===== config.mk =====
export PLATFORM = sky130hd
export DESIGN_NAME = tick_timer
export DESIGN_NICKNAME = d
export VERILOG_FILES = /design/src/rtl/tick_timer_pkg.sv /design/src/rtl/tick_timer_regs.sv /design/src/rtl/tick_timer_seq.sv /design/src/rtl/tick_timer.sv
export SDC_FILE = /design/constraint.sdc
export NUM_CORES = 1
export LEC_CHECK = 0
export BUFFER_PORTS_ARGS = -buffer_cell sky130_fd_sc_hd__buf_4
export CAP_MARGIN = 20
export CORE_ASPECT_RATIO = 0.5
export CORE_MARGIN = 2
export CORE_UTILIZATION = 50
export CTS_CLUSTER_DIAMETER = 30
export CTS_CLUSTER_SIZE = 20
export DETAILED_ROUTE_END_ITERATION = 6
export GPL_ROUTABILITY_DRIVEN = 0
export PLACE_DENSITY_LB_ADDON = 0.12
export RECOVER_POWER = 100
export SETUP_SLACK_MARGIN = 0.4
export SLEW_MARGIN = 10
export SYNTH_ARGS = -nofsm -noshare
export SYNTH_HDL_FRONTEND = slang
export SYNTH_SLANG_ARGS = --single-unit

===== constraint.sdc =====
create_clock -name clk -period 3.3 [get_ports clk]
set_input_delay 0.66 -clock clk [delete_from_list [all_inputs] [get_ports clk]]
set_output_delay 0.66 -clock clk [all_outputs]
set_load 0.01 [all_outputs]

===== src/rtl/tick_timer_pkg.sv =====
package tick_timer_pkg;

    // Sequencer position within one count period
    typedef enum logic [1:0] {
        ST_EMPTY = 2'd0,
        ST_COUNT = 2'd1,
        ST_LAST  = 2'd2
    } seq_state_e;

    // Register addresses
    localparam logic [1:0] REG_CTRL = 2'd0;
    localparam logic [1:0] REG_LOAD = 2'd1;
    localparam logic [1:0] REG_CUR  = 2'd2;

    // Control/status field positions
    localparam int CTRL_W   = 3;
    localparam int FLAG_BIT = 16;

    // Packed control fields: bit 2 core source, bit 1 irq enable, bit 0 run
    typedef struct packed {
        logic core_src;
        logic irq_en;
        logic run;
    } ctrl_t;

endpackage


===== src/rtl/tick_timer_regs.sv =====
module tick_timer_regs
    import tick_timer_pkg::*;
#(
    parameter int CNT_W  = 24,
    parameter int DATA_W = 32
) (
    input  logic              clk,
    input  logic              rst_n,
    input  logic              wr_en,
    input  logic              rd_en,
    input  logic [1:0]        addr,
    input  logic [DATA_W-1:0] wdata,
    input  logic [CNT_W-1:0]  cur_val,
    input  logic              wrap_evt,
    output ctrl_t             ctrl_q,
    output logic [CNT_W-1:0]  reload_q,
    output logic              flag_q,
    output logic              clr_cnt,
    output logic [DATA_W-1:0] rdata
);

    localparam int PAD_W = DATA_W - CNT_W;

    logic wr_ctrl;
    logic wr_load;
    logic rd_ctrl;
    logic wdata_unused;

    assign wr_ctrl      = wr_en && (addr == REG_CTRL);
    assign wr_load      = wr_en && (addr == REG_LOAD);
    assign clr_cnt      = wr_en && (addr == REG_CUR);
    assign rd_ctrl      = rd_en && (addr == REG_CTRL);
    assign wdata_unused = ^wdata[DATA_W-1:CNT_W];

    always_ff @(posedge clk) begin
        if (!rst_n) begin
            ctrl_q   <= '0;
            reload_q <= '0;
        end else begin
            if (wr_ctrl) begin
                ctrl_q <= ctrl_t'(wdata[CTRL_W-1:0]);
            end
            if (wr_load) begin
                reload_q <= wdata[CNT_W-1:0];
            end
        end
    end

    // Sticky flag: an expiry wins over either clearing source
    always_ff @(posedge clk) begin
        if (!rst_n) begin
            flag_q <= 1'b0;
        end else if (wrap_evt) begin
            flag_q <= 1'b1;
        end else if (clr_cnt || rd_ctrl) begin
            flag_q <= 1'b0;
        end
    end

    always_comb begin
        rdata = '0;
        case (addr)
            REG_CTRL: begin
                rdata[CTRL_W-1:0] = ctrl_q;
                rdata[FLAG_BIT]   = flag_q;
            end
            REG_LOAD: rdata = {{PAD_W{1'b0}}, reload_q};
            REG_CUR:  rdata = {{PAD_W{1'b0}}, cur_val};
            default:  rdata = '0;
        endcase
    end

endmodule


===== src/rtl/tick_timer_seq.sv =====
module tick_timer_seq
    import tick_timer_pkg::*;
#(
    parameter int CNT_W = 24
) (
    input  logic             clk,
    input  logic             rst_n,
    input  ctrl_t            ctrl_q,
    input  logic             tick_en,
    input  logic [CNT_W-1:0] reload_q,
    input  logic             clr_cnt,
    output logic [CNT_W-1:0] cur_q,
    output logic             step,
    output logic             wrap_evt,
    output logic             irq
);

    localparam logic [CNT_W-1:0] ONE = CNT_W'(1);
    localparam logic [CNT_W-1:0] TWO = CNT_W'(2);

    seq_state_e       state_q;
    seq_state_e       state_nxt;
    logic [CNT_W-1:0] cur_nxt;

    assign step = ctrl_q.run && (ctrl_q.core_src || tick_en);

    // State register
    always_ff @(posedge clk) begin
        if (!rst_n) begin
            state_q <= ST_EMPTY;
        end else begin
            state_q <= state_nxt;
        end
    end

    // Next-state logic
    always_comb begin
        state_nxt = state_q;
        if (clr_cnt) begin
            state_nxt = ST_EMPTY;
        end else if (step) begin
            unique case (state_q)
                ST_EMPTY: begin
                    if (reload_q == '0) begin
                        state_nxt = ST_EMPTY;
                    end else if (reload_q == ONE) begin
                        state_nxt = ST_LAST;
                    end else begin
                        state_nxt = ST_COUNT;
                    end
                end
                ST_COUNT: begin
                    if (cur_q == TWO) begin
                        state_nxt = ST_LAST;
                    end
                end
                ST_LAST:  state_nxt = ST_EMPTY;
                default:  state_nxt = ST_EMPTY;
            endcase
        end
    end

    // Outputs: next count value and expiry
    always_comb begin
        cur_nxt  = cur_q;
        wrap_evt = 1'b0;
        if (clr_cnt) begin
            cur_nxt = '0;
        end else if (step) begin
            unique case (state_q)
                ST_EMPTY: cur_nxt = reload_q;
                ST_COUNT: cur_nxt = cur_q - ONE;
                ST_LAST: begin
                    cur_nxt  = '0;
                    wrap_evt = 1'b1;
                end
                default:  cur_nxt = '0;
            endcase
        end
    end

    always_ff @(posedge clk) begin
        if (!rst_n) begin
            cur_q <= '0;
            irq   <= 1'b0;
        end else begin
            cur_q <= cur_nxt;
            irq   <= wrap_evt && ctrl_q.irq_en;
        end
    end

endmodule


===== src/rtl/tick_timer.sv =====
module tick_timer
    import tick_timer_pkg::*;
#(
    parameter int CNT_W  = 24,
    parameter int DATA_W = 32
) (
    input  logic              clk,
    input  logic              rst_n,
    input  logic              tick_en,
    input  logic              wr_en,
    input  logic              rd_en,
    input  logic [1:0]        addr,
    input  logic [DATA_W-1:0] wdata,
    output logic [DATA_W-1:0] rdata,
    output logic              irq
);

    ctrl_t            ctrl_q;
    logic [CNT_W-1:0] reload_q;
    logic [CNT_W-1:0] cur_q;
    logic             flag_q;
    logic             clr_cnt;
    logic             step;
    logic             wrap_evt;

    tick_timer_regs #(
        .CNT_W  (CNT_W),
        .DATA_W (DATA_W)
    ) u_regs (
        .clk      (clk),
        .rst_n    (rst_n),
        .wr_en    (wr_en),
        .rd_en    (rd_en),
        .addr     (addr),
        .wdata    (wdata),
        .cur_val  (cur_q),
        .wrap_evt (wrap_evt),
        .ctrl_q   (ctrl_q),
        .reload_q (reload_q),
        .flag_q   (flag_q),
        .clr_cnt  (clr_cnt),
        .rdata    (rdata)
    );

    tick_timer_seq #(
        .CNT_W (CNT_W)
    ) u_seq (
        .clk      (clk),
        .rst_n    (rst_n),
        .ctrl_q   (ctrl_q),
        .tick_en  (tick_en),
        .reload_q (reload_q),
        .clr_cnt  (clr_cnt),
        .cur_q    (cur_q),
        .step     (step),
        .wrap_evt (wrap_evt),
        .irq      (irq)
    );

endmodule


---- Word level (Yosys, flattened, before mapping) ----
Cells that the tools add are included.
operators by class
  $add $sub $neg .......................... 1
  equality and inequality tests ........... 7
  multiplexer cells ....................... 14
  bitwise operators ....................... 1
  reductions and logical operators ........ 14
operator list
  operator                                                              count
  24-bit case mux with 2 select lines                                   1
  13-bit case mux with 2 select lines                                   1
  24-bit by 1-bit == test with 1-bit output, second input constant      1
  24-bit by 2-bit == test with 1-bit output, second input constant      1
  24-bit logical NOT                                                    1
  24-bit by 1-bit subtractor with 24-bit output, second input constant  1
  7-bit case mux with 2 select lines                                    1
  3-bit case mux with 3 select lines                                    1
  1-bit logical AND                                                     6
  2-bit two-way mux                                                     3
  1-bit two-way mux                                                     5
  2-bit by 1-bit == test with 1-bit output, second input constant       2
  2-bit == test, second input constant                                  2
  2-bit logical NOT                                                     2
  2-bit case mux with 2 select lines                                    1
  1-bit case mux with 3 select lines                                    1
  1-bit logical OR                                                      2
  2-bit by 1-bit != test with 1-bit output, second input constant       1
  2-bit AND reduction                                                   1
  2-bit nonzero test                                                    1
  2-bit OR reduction                                                    1
  1-bit NOT                                                             1
storage, ports and cells
  bits in registers ....................... 55
  bits of input ports ..................... 39
  output and inout bits ................... 33
  word-level logic and storage cells ...... 45

---- Logic depth before layout (Yosys ltp) ----
  depth in word-level cells ............... 5
  gate-level depth with buffers ........... 10

---- By module ----
A second synthesis with hierarchy kept.
unflattened totals
  cell total of the unflattened synthesis .. 445
  area total of the unflattened synthesis .. 3,681.0 sq um
modules (own cells, without submodules)
  module           instances  cells each  area each (sq um)  seq. area each (sq um)
  tick_timer_regs  1          199         1,840.5            560.5
  tick_timer_seq   1          246         1,840.5            540.5

---- Least setup slack after synthesis ----
No wires, ideal clock.
  path kind ............................... input to output
  from .................................... in addr[0]
  to ...................................... out rdata[15]
  arrival ................................. 1.695 ns
  path slack .............................. 0.945 ns
  cell stages on the path ................. 6
  buffers on the path ..................... 2
  path through ............................ inv_1 -> ha_1 -> clkbuf_1 -> clkbuf_1 -> a22oi_1 -> nor2b_1
between the ends
  word-level cells in the longest chain between the ends .. 2
  elaborated cells between the ends (all ways) .. 3
  those cells by class .................... 2 x eq/ne; 1 x mux
RTL lines
  element                                                                    RTL line               RTL
  start: declaration                                                         tick_timer.sv:12       input logic [1:0] addr,
  2-bit == test or 2-bit by 1-bit == test with 1-bit output (tied branches)  tick_timer_regs.sv:62  case (addr)
  13-bit case mux with 2 select lines (*)                                    tick_timer_regs.sv:62
  end: declaration                                                           tick_timer.sv:14       output logic [DATA_W-1:0] rdata,
Every way passes the cells marked *; elsewhere a longest branch is shown, timed or not.

---- Worst setup path after layout ----
  from .................................... in addr[0]
  to ...................................... out rdata[10]
Same word-level chain as after synthesis.

==> impl_metrics.ini <==
[synth]
ys.flop_type = dfxtp_1
ys_types = 52
yosysMostFrequentCell = nand2_1
yosysSeqAreaShare_pct = 33.7
post-synth-top-area-cell = dfxtp_1
avgSynthCellArea_um2 = 7.46
ys_async_sr_fraction_pct = 0
synth_edf_count = 0
syn-cell-area_mm2 = 0.00327
yosysWarnings = 0
synth_seq_cells = 55
synth_common_cells = nand2_1 (79), dfxtp_1 (55), clkbuf_1 (35), a21boi_0 (28), o21ai_0 (28)
ys_top_cells_by_area = dfxtp_1 (34%), nand2_1 (9.1%), a21boi_0 (6.4%)
synthCells = 438
synth_top_area_share_pct = 33.7

[clocking]
htree_levels = 2
clockRootBuffer = clkbuf_16
cts_tree = yes
insertion_delay_ps = 300
cts.sink_count = 55
cts.reportedPaths.clkPinSlew_ps = 70
ctsHoldBuffers = 0
cts_buffers = 5
cts.path.max_buffers = 2
post_cts_resized = 0
post_cts_buffers = 0

[timing]
rsz0062_at_grt = no
min_period_over_period_pct = 80.2
max_freq_ghz = 0.378
maxSlewHeadroom_pct = 28.4
final.min_clock_period_ps = 2650
setup_violations = 0
tightest_slew_ps = 1070
hold_violations = 0
fin_worst_skew_ps = 4.63
drv_slew = 0
fin_setup_tns_ps = 0

[cells_and_area]
areaGrowthSynthToFinish_pct = 15.2
fillers = 579
nets = 516
fin_cells = 560
final_core_util_pct = 60.9
n_antenna_cell = 0
drive_gt1_share_pct = 10.4

[critical_path]
cp_data_arrival_time_ps = 1990
path_max_fanout = 20
reg2reg_slack_ps = 800
rr_endpoint = u_seq.cur_q[13]
crit_path_top_delay_cell = ha_1
critPathKind = in -> out
timing.rr.start = u_seq.cur_q[4]
cp-start-kind = input port
crit_chain = clkbuf_1, inv_1, ha_1, nor2b_1, clkbuf_1
required_ps = 2640
worst_path_most_repeated_cell = clkbuf_1
worstRegToRegCells = 5
crit_family = adder cells
crit_path_end_kind = output pin
path_buf_inv = 3
cpPeakStageDelay_ps = 620

[global_routing]
overflow = 0
grt_max_degree = 30
antenna_found_initial = 0
grt_pass1_wl_um = 15900
first_global_vias = 3048
grt_usage_pct = 29.3

[drt]
first_pass_iters = 6
via_count = 3499
wl_per_cell_um = 18.6
drt_iter0_drc = 397
drt_wl_total_um = 10400
ant_nets = 0
drt-vias-per-instance = 6.25
drc_errors = 0

[min_path]
min_to = u_regs.ctrl_q[1]
min_path_type = reg -> reg
min_from = u_regs.ctrl_q[1]
hold_path_depth = 2

[place]
dp_cells = 552
hpwlAfterDp_um = 7470
io_buffer_count = 55

[floorplanning]
die_area_mm2 = 0.00724
start_util_pct = 52.9
core_mm2 = 0.00618
die_width_um = 118
rows = 20
die_h_um = 61.2
ios = 72

[outcome]
status = complete, no violations

[power_and_ir_drop]
p_leak_uw = 0.00135
powerDensity_mw_per_mm2 = 426
vdd_drop_max_uv = 255

[run]
cap_violations = 0
[sequential cells by signal, summed over array words and instances, names as in the netlist]
| register | flops |
|---|---|
| u_seq.irq | 1 |
| u_regs.flag_q | 1 |
| u_seq.cur_q | 24 |
| u_regs.ctrl_q | 3 |
| u_seq.state_q | 2 |
| u_regs.reload_q | 24 |
[per-stage QoR]
| step | hold slack (ps) | setup slack, ps | cell area [µm²] | power (µW) |
|---|---|---|---|---|
| 3_3_place_gp | 480 | 790 | 3690 | 920 |
| 6_report | 504 | 655 | 3760 | 1600 |
| 3_5_place_dp | 492 | 725 | 3690 | 925 |
| 2_1_floorplan | 452 | 945 | 3300 | 851 |
| 5_1_grt | 533 | 575 | 3760 | 1650 |
| 4_1_cts | 502 | 790 | 3870 | 1600 |
[placed cells by master, fill, tap and decap left out, types with 2 or more instances in the layout]
cell type	count
nand2_1	79
dfxtp_1	55
buf_4	37
o21ai_0	29
a21boi_0	28
clkbuf_1	28
nor2b_1	24
a22oi_1	23
nor2_1	22
a21oi_1	22
nor3_1	13
nor4_1	12
nand3_1	11
conb_1	8
o2bb2ai_1	7
or4_1	6
ha_1	6
inv_1	5
clkbuf_16	5
a222oi_1	4
or3_1	4
a31oi_1	4
o311ai_0	4
and3_1	3
o211ai_1	3
and4_1	2
nand4_1	2
a211oi_1	2
bufinv_16	2
[metal layers]
metal  vias up  track usage [%]  wire, µm
li1       1635                -         -
met1      1628             42.2      4700
met2       222             41.4      4170
met3        14             10.2      1460
met4         0             8.78       111
met5         -                0         0
[worst register-to-register path, stage by stage, from the launching register on]
cell     delay [ps]
dfxtp_1         400
or4_1           630
nor3_1          890
a21oi_1         160
o21ai_0         180
a31oi_1          90
[cell families after synthesis]
family / count (synthesis) / share of synthesized area [%]
AO/OA/AOI/OAI: 138 / 28.7
adder cells (fa/ha/maj): 6 / 2.30
buffers and inverters: 51 / 6.81
flip-flops: 55 / 33.7
other: 1 / 0.115
AND/OR/NAND/NOR: 187 / 28.4
[final cells by class]
class	instances	area, µm²	share of cell area [%]
Clock buffer	6	129	3.42
Clock inverter	2	60.1	1.60
Timing Repair Buffer	64	379	10.1
Sequential cell	55	1100	29.2
Inverter	6	22.5	0.598
Tap cell	88	110	2.92
Multi-Input combinational cell	339	1960	52.1
[where the power goes]
| part | internal [µW] | switching, µW |
|---|---|---|
| sequential | 677 | 21.0 |
| clock | 436 | 255 |
| combinational | 83.0 | 132 |
| total | 1200 | 408 |
[worst max path at each step]
stage,from,endpoint,cells past startpoint
2_1_floorplan,addr[0],rdata[15],6
3_3_place_gp,addr[0],u_seq.cur_q[15],8
3_5_place_dp,addr[0],u_seq.cur_q[15],8
4_1_cts,addr[0],rdata[1],7
5_1_grt,addr[1],rdata[10],5
6_report,addr[0],rdata[10],5
Note: power is estimated with default switching activity, not from simulation.
